### config.mk
export PLATFORM = sky130hd
export DESIGN_NAME = wp_unlock_gate
export DESIGN_NICKNAME = d
export VERILOG_FILES = /design/src/rtl/wp_pkg.sv /design/src/rtl/wp_kick_slot.sv /design/src/rtl/wp_read_filter.sv /design/src/rtl/wp_unlock_gate.sv
export SDC_FILE = /design/constraint.sdc
export NUM_CORES = 1
export LEC_CHECK = 0
export CORE_ASPECT_RATIO = 0.75
export CORE_MARGIN = 1.5
export CORE_UTILIZATION = 24
export DETAILED_ROUTE_END_ITERATION = 10
export PLACE_DENSITY = 0.83
export SLEW_MARGIN = 20
export SYNTH_ARGS = -nofsm -noshare
export SYNTH_HDL_FRONTEND = slang
export SYNTH_HIERARCHICAL = 1
export SYNTH_SLANG_ARGS = --single-unit
### constraint.sdc
create_clock -name clk -period 2.1 [get_ports clk]
set_clock_uncertainty 0.1 [all_clocks]
set_input_delay 0.525 -clock clk [delete_from_list [all_inputs] [get_ports clk]]
set_output_delay 0.525 -clock clk [all_outputs]
set_load 0.02 [all_outputs]
### src/rtl/wp_pkg.sv
package wp_pkg;
  typedef enum logic {
    WP_LOCKED = 1'b0,
    WP_OPEN   = 1'b1
  } wp_state_e;

  localparam int unsigned WP_SLOTS = 2;
endpackage

### src/rtl/wp_kick_slot.sv
module wp_kick_slot #(
  parameter int unsigned ADDR_W = 8,
  parameter int unsigned DATA_W = 32,
  parameter logic [ADDR_W-1:0] SLOT_ADDR = '0,
  parameter logic [DATA_W-1:0] SLOT_KEY  = '0
) (
  input  logic              clk,
  input  logic              rst_n,
  input  logic              wr_en,
  input  logic [ADDR_W-1:0] wr_addr,
  input  logic [DATA_W-1:0] wr_data,
  output logic              slot_hit,
  output logic              slot_armed
);
  // exact full-width comparison against the key
  function automatic logic key_equal(input logic [DATA_W-1:0] v);
    return (v == SLOT_KEY);
  endfunction

  logic load_good;

  assign slot_hit  = wr_en && (wr_addr == SLOT_ADDR);
  assign load_good = key_equal(wr_data);

  always_ff @(posedge clk) begin
    if (!rst_n)        slot_armed <= 1'b0;
    else if (slot_hit) slot_armed <= load_good;
  end

  assert_key_arms_R3: assert property (@(posedge clk) disable iff (!rst_n)
    (wr_en && wr_addr == SLOT_ADDR && wr_data == SLOT_KEY) |=> slot_armed);

  assert_bad_value_disarms_R5: assert property (@(posedge clk) disable iff (!rst_n)
    (wr_en && wr_addr == SLOT_ADDR && wr_data != SLOT_KEY) |=> !slot_armed);

  assert_zero_disarms_R4: assert property (@(posedge clk) disable iff (!rst_n)
    (wr_en && wr_addr == SLOT_ADDR && wr_data == '0) |=> !slot_armed);

  assert_hold_without_write_R2: assert property (@(posedge clk) disable iff (!rst_n)
    !(wr_en && wr_addr == SLOT_ADDR) |=> $stable(slot_armed));
endmodule

### src/rtl/wp_read_filter.sv
module wp_read_filter #(
  parameter int unsigned ADDR_W = 8,
  parameter int unsigned DATA_W = 32,
  parameter logic [ADDR_W-1:0] MASK_ADDR_A = '0,
  parameter logic [ADDR_W-1:0] MASK_ADDR_B = '0
) (
  input  logic              clk,
  input  logic              rst_n,
  input  logic [ADDR_W-1:0] rd_addr,
  input  logic [DATA_W-1:0] rf_rd_data,
  output logic [DATA_W-1:0] rd_data,
  output logic              rd_is_kick
);
  function automatic logic masked_addr(input logic [ADDR_W-1:0] a);
    return (a == MASK_ADDR_A) || (a == MASK_ADDR_B);
  endfunction

  assign rd_is_kick = masked_addr(rd_addr);
  assign rd_data    = rd_is_kick ? '0 : rf_rd_data;

  assert_kick_read_zero_R9: assert property (@(posedge clk) disable iff (!rst_n)
    (rd_addr == MASK_ADDR_A || rd_addr == MASK_ADDR_B) |-> (rd_data == '0));

  assert_other_read_pass_R9: assert property (@(posedge clk) disable iff (!rst_n)
    (rd_addr != MASK_ADDR_A && rd_addr != MASK_ADDR_B) |-> (rd_data == rf_rd_data));
endmodule

### src/rtl/wp_unlock_gate.sv
module wp_unlock_gate
  import wp_pkg::*;
#(
  parameter int unsigned ADDR_W = 8,
  parameter int unsigned DATA_W = 32,
  parameter logic [ADDR_W-1:0] KICK0_ADDR = 8'h6C,
  parameter logic [ADDR_W-1:0] KICK1_ADDR = 8'h70,
  parameter logic [DATA_W-1:0] KEY0 = 32'h83E7_0B13,
  parameter logic [DATA_W-1:0] KEY1 = 32'h95A4_F1E0
) (
  input  logic              clk,
  input  logic              rst_n,
  input  logic              wr_en,
  input  logic [ADDR_W-1:0] wr_addr,
  input  logic [DATA_W-1:0] wr_data,
  input  logic [ADDR_W-1:0] rd_addr,
  input  logic [DATA_W-1:0] rf_rd_data,
  output logic              prot_wr_en,
  output logic [ADDR_W-1:0] prot_wr_addr,
  output logic [DATA_W-1:0] prot_wr_data,
  output logic [DATA_W-1:0] rd_data,
  output logic              unlocked
);
  localparam logic [ADDR_W-1:0] SLOT_ADDR_TBL [WP_SLOTS] = '{KICK0_ADDR, KICK1_ADDR};
  localparam logic [DATA_W-1:0] SLOT_KEY_TBL  [WP_SLOTS] = '{KEY0, KEY1};

  function automatic logic is_kick_addr(input logic [ADDR_W-1:0] a);
    return (a == KICK0_ADDR) || (a == KICK1_ADDR);
  endfunction

  logic [WP_SLOTS-1:0] slot_hit;
  logic [WP_SLOTS-1:0] slot_armed;
  logic                any_kick_hit;
  logic                wr_targets_kick;
  logic                rd_is_kick;
  wp_state_e           gate_state;

  for (genvar g = 0; g < WP_SLOTS; g++) begin : g_slot
    wp_kick_slot #(
      .ADDR_W   (ADDR_W),
      .DATA_W   (DATA_W),
      .SLOT_ADDR(SLOT_ADDR_TBL[g]),
      .SLOT_KEY (SLOT_KEY_TBL[g])
    ) u_slot (
      .clk       (clk),
      .rst_n     (rst_n),
      .wr_en     (wr_en),
      .wr_addr   (wr_addr),
      .wr_data   (wr_data),
      .slot_hit  (slot_hit[g]),
      .slot_armed(slot_armed[g])
    );
  end

  assign any_kick_hit    = |slot_hit;
  assign wr_targets_kick = is_kick_addr(wr_addr);
  assign gate_state      = (&slot_armed) ? WP_OPEN : WP_LOCKED;
  assign unlocked        = (gate_state == WP_OPEN);

  assign prot_wr_en   = wr_en && !wr_targets_kick && unlocked;
  assign prot_wr_addr = wr_addr;
  assign prot_wr_data = wr_data;

  wp_read_filter #(
    .ADDR_W     (ADDR_W),
    .DATA_W     (DATA_W),
    .MASK_ADDR_A(KICK0_ADDR),
    .MASK_ADDR_B(KICK1_ADDR)
  ) u_rd_filter (
    .clk       (clk),
    .rst_n     (rst_n),
    .rd_addr   (rd_addr),
    .rf_rd_data(rf_rd_data),
    .rd_data   (rd_data),
    .rd_is_kick(rd_is_kick)
  );

  assert_locked_drops_R6: assert property (@(posedge clk) disable iff (!rst_n)
    !(&slot_armed) |-> !prot_wr_en);

  assert_kick_not_forwarded_R8: assert property (@(posedge clk) disable iff (!rst_n)
    any_kick_hit |-> !prot_wr_en);

  assert_open_forwards_R7: assert property (@(posedge clk) disable iff (!rst_n)
    (wr_en && (&slot_armed) && !any_kick_hit) |-> prot_wr_en);

  assert_open_needs_kick_R2: assert property (@(posedge clk) disable iff (!rst_n)
    $rose(unlocked) |-> $past(any_kick_hit));

  assert_read_mask_consistent_R9: assert property (@(posedge clk) disable iff (!rst_n)
    rd_is_kick |-> (rd_data == '0));
endmodule

== Word level (Yosys, flattened, before mapping) ==
Cells that the tools add are included.

* Flip-flop bits (word level): 2
* Input port bits: 83
* Logic and storage cells: 18
* Output and inout port bits: 74

* Equal/unequal tests: 6
* Multiplexer cells: 2
* Reductions and logical operators: 8

{| class="wikitable"
|+ Operators with widths
! operator !! count
|-
| 32-bit equality test, second input constant || 2
|-
| 8-bit by 7-bit equality test with 1-bit output, second input constant || 4
|-
| 32-bit 2-to-1 mux || 1
|-
| 1-bit logical AND || 4
|-
| 1-bit logical OR || 2
|-
| 2-bit AND reduction || 1
|-
| 1-bit zero test || 1
|-
| 1-bit 2-to-1 mux || 1
|}

== Depth between registers and ports, before layout ==
* Word-level depth: 5
* Gate-level depth with buffers: 4
* Mapped depth without buffers: 4

== By module ==
The synthesis kept the hierarchy.

{| class="wikitable"
|+ By module, submodules not included
! module !! times used !! cells each !! area an instance (um^2)
|-
| wp_read_filter || 1 || 40 || 380.4
|-
| wp_unlock_gate || 1 || 47 || 347.8
|-
| wp_kick_slot (g_slot[1].u_slot) || 1 || 21 || 173.9
|-
| wp_kick_slot (g_slot[0].u_slot) || 1 || 20 || 163.9
|}

== Worst setup path before layout ==
No wires, ideal clock.

* Path kind: input to output
* Start point: input rd_addr[1]
* End point: output rd_data[0]
* Required time: 1.475 ns
* Setup slack: 0.192 ns
* Cell stages on the path: 4
* Arrival time: 1.283 ns
* Path through: nor4b_4 o211ai_4 buf_6 and2_4

* Longest elaborated chain between the ends: 3
* Elaborated cells between the ends (all ways): 4
* Those cells by class: 2 x eq/ne; 1 x mux; 1 x reduce/logical

{| class="wikitable"
|+ Ends and longest elaborated chain
! element !! line !! RTL
|-
| start, declared || wp_unlock_gate.sv:16 || <nowiki>input logic [ADDR_W-1:0] rd_addr,</nowiki>
|-
| 8-bit by 7-bit equality test with 1-bit output || wp_read_filter.sv:15 || <nowiki>return (a == MASK_ADDR_A) || (a == MASK_ADDR_B);</nowiki>
|-
| 1-bit logical OR * || wp_read_filter.sv:15 ||
|-
| 32-bit 2-to-1 mux * || wp_read_filter.sv:19 || <nowiki>assign rd_data = rd_is_kick ? '0 : rf_rd_data;</nowiki>
|-
| end, declared || wp_unlock_gate.sv:21 || <nowiki>output logic [DATA_W-1:0] rd_data,</nowiki>
|}

Every way passes the cells marked *; elsewhere a longest branch is shown, timed or not.

== Worst setup path after layout ==
* Start point: input rd_addr[7]
* End point: output rd_data[24]

The elaborated chain is that of the path after synthesis.

==> results.sh <==
export IMPL_tns_ns=-5.85
export IMPL_netlist_area_um2=1050
export IMPL_hold_path_class="reg2reg"
export IMPL_syn_avg_cell_area_um2=8.44
export IMPL_wl_per_cell_um=14.9
export IMPL_n_antenna_cell=0
export IMPL_top_level_ports=157
export IMPL_status="finished, violations left"
export IMPL_clkSinkCount=2
export IMPL_setup_viol=32
export IMPL_synth_net_count=208
export IMPL_fin_nets=380
export IMPL_root_buffer="clkbuf_8"
export IMPL_cap_violations=0
export IMPL_worstPathCellList="buf_6 -> nor4b_4 -> o211ai_4 -> buf_6 -> buf_16 -> buf_4 -> and2_4 -> buf_6"
export IMPL_swShare_pct=33.8
export IMPL_clk_latency_ns=0.21
export IMPL_ant_nets=0
export IMPL_pwr_share_seq_pct=5.2
export IMPL_fmax_ghz=0.425
export IMPL_place_congestion=0.737
export IMPL_io_buffers=156
export IMPL_grt_pass1_wl_um=7700
export IMPL_cpMostUsedCell="buf_6"
export IMPL_htreeDepth=1
export IMPL_layout_cells_non_filler=350
export IMPL_critical_path_slowest_cell="nor4b_4"
export IMPL_irDropWorstVdd_mv=0.197
export IMPL_reg_largest_list="g_slot.u_slot/slot_armed x2"
export IMPL_rows=20
export IMPL_dpl_cell_count=333
export IMPL_dp_slack_ns=-0.925
export IMPL_power_leakage_nw=1.41
export IMPL_die_y_um=60.4
export IMPL_cp_required_ns=1.47
export IMPL_setup_slack_ns=-0.254
export IMPL_grt_total_usage_pct=21.3
export IMPL_syn_to_final_growth_pct=176
export IMPL_hold_viol_final=0
export IMPL_worstMarginPinSlew_ns=0.289
export IMPL_viasPerCell=4.47
export IMPL_initial_core_util_pct=25.5
export IMPL_final_layout_size_suffix_gt1_share_pct=47.1
export IMPL_hpwl_um=4080
export IMPL_crit_buf_inv=5
export IMPL_period_share_pct=112
export IMPL_r2r_start="g_slot[1].u_slot/slot_armed"
export IMPL_power_density_nw_per_um2=255
export IMPL_maxSlewViolCount=0
export IMPL_cpLargestDelayFamily="buffers and inverters"
export IMPL_antenna_found_initial=0
export IMPL_drc=0
export IMPL_startpoint="rd_addr[7]"
export IMPL_worstSetupPathDepth=8
export IMPL_drt_iter0_drc=37
export IMPL_worstSetupEndpointType="output pin"
export IMPL_route_vias_total=1566
export IMPL_clkTransAtPathRegs_ns=0.03
export IMPL_cts_path_max_buffers=2
export IMPL_synthCells=125
export IMPL_rsz0062_at_grt="true"
export IMPL_fp_dieW_um=79.6
export IMPL_core_region_area_um2=4130
export IMPL_numCtsBuffers=3
export IMPL_worstHoldStart="g_slot[0].u_slot/slot_armed"
export IMPL_period_needed_ns=2.35
export IMPL_crit_type="in2out"
export IMPL_max_stage_delay_ns=0.32
export IMPL_grt_pass1_vias=1639
export IMPL_arrival_ns=1.73
export IMPL_reg2reg_depth=2
export IMPL_grt_ovfl_total=0
export IMPL_largest_register_ff_count=2
export IMPL_grt_max_degree=8
export IMPL_p_sw_w=0.000251
export IMPL_power_share_clock_pct=20.8
export IMPL_hold_depth=2
export IMPL_first_pass_iters=4
export IMPL_crit_fanout=6
export IMPL_p_comb_share_pct=74.0
export IMPL_slew_headroom_pct=80.4
export IMPL_yosys_warnings=6
export IMPL_intPower_w=0.000492
export IMPL_violations="setup timing"
export IMPL_dieArea_um2=4810
export IMPL_cts_tree="done"
export IMPL_cp_start_kind="primary input"
export IMPL_wl_um=5200
export IMPL_top_register="g_slot.u_slot/slot_armed"
## through the flow
stage                     power, W  hold slack [ns]  instance area, µm²  utilization [%]
after floorplan           0.000269            0.337                1050                -
after global placement    0.000592            0.350                2660             64.5
after detailed placement  0.000598            0.363                2660             64.5
after CTS                 0.000746            0.371                2880             69.7
after global routing      0.000780            0.401                2910             70.5
final                     0.000743            0.398                2910             70.5
## power groups by stage
| stage | registers, W | logic, W | clock network (W) |
|---|---|---|---|
| 2_1_floorplan | 0.0000388 | 0.000230 | 0 |
| 4_1_cts | 0.0000383 | 0.000549 | 0.000159 |
| 3_5_place_dp | 0.0000388 | 0.000560 | 0 |
| 5_1_grt | 0.0000383 | 0.000580 | 0.000163 |
| 6_report | 0.0000383 | 0.000550 | 0.000155 |
| 3_3_place_gp | 0.0000388 | 0.000553 | 0 |
## final cells by class
| class | instances | area (µm²) |
|---|---|---|
| Timing Repair Buffer | 210 | 2060 |
| Multi-Input combinational cell | 80 | 704 |
| Fill cell | 325 | 1220 |
| Clock buffer | 3 | 41.3 |
| Tap cell | 55 | 68.8 |
| Sequential cell | 2 | 40.0 |
## cells in the final DEF, fill, tap and decap left out, types with 2 or more instances in the layout
master,instances
nor4bb_1,2
nor4_1,2
clkdlybuf4s15_1,2
nor4b_4,2
nor2_1,4
dlymetal6s2s_1,7
dlygate4sd2_1,43
buf_2,5
buf_16,3
nand3_1,2
o31ai_1,2
buf_4,40
nand2_1,6
nor4_4,2
nand4b_1,3
nand2b_1,3
clkdlybuf4s50_1,65
and4b_1,2
clkbuf_8,3
dfxtp_1,2
and2_4,32
nand4_1,6
buf_6,44
## worst min-delay path: stages (launching register included)
cell	delay, ns
dfxtp_1	0.30
nand3_1	0.06
o31ai_1	0.07
## final timing paths
kind / end / slack (ns)
worst max-delay path: rd_data[24] / -0.25
worst min-delay path: g_slot[0].u_slot/slot_armed / 0.40
worst max register to register: g_slot[1].u_slot/slot_armed / 1.42
worst min register to register: g_slot[0].u_slot/slot_armed / 0.40
## layer usage
metal | wire length (µm) | GRT usage [%] | vias to the layer above
li1 | - | - | 745
met1 | 1580 | 18.5 | 723
met2 | 3000 | 46.5 | 94
met3 | 577 | 7.67 | 4
met4 | 43 | 4.76 | 0
met5 | 0 | 0 | -
## what timing repair did
item                                    in CTS  in global routing
resized for setup                          286                 12
setup buffers                               11                  0
endpoints found under the setup margin      73                 36
cloned                                       3                  0
hold buffers                                 0                  0
pin swaps                                   27                 13
No activity file was read; power rests on OpenSTA's default activity.
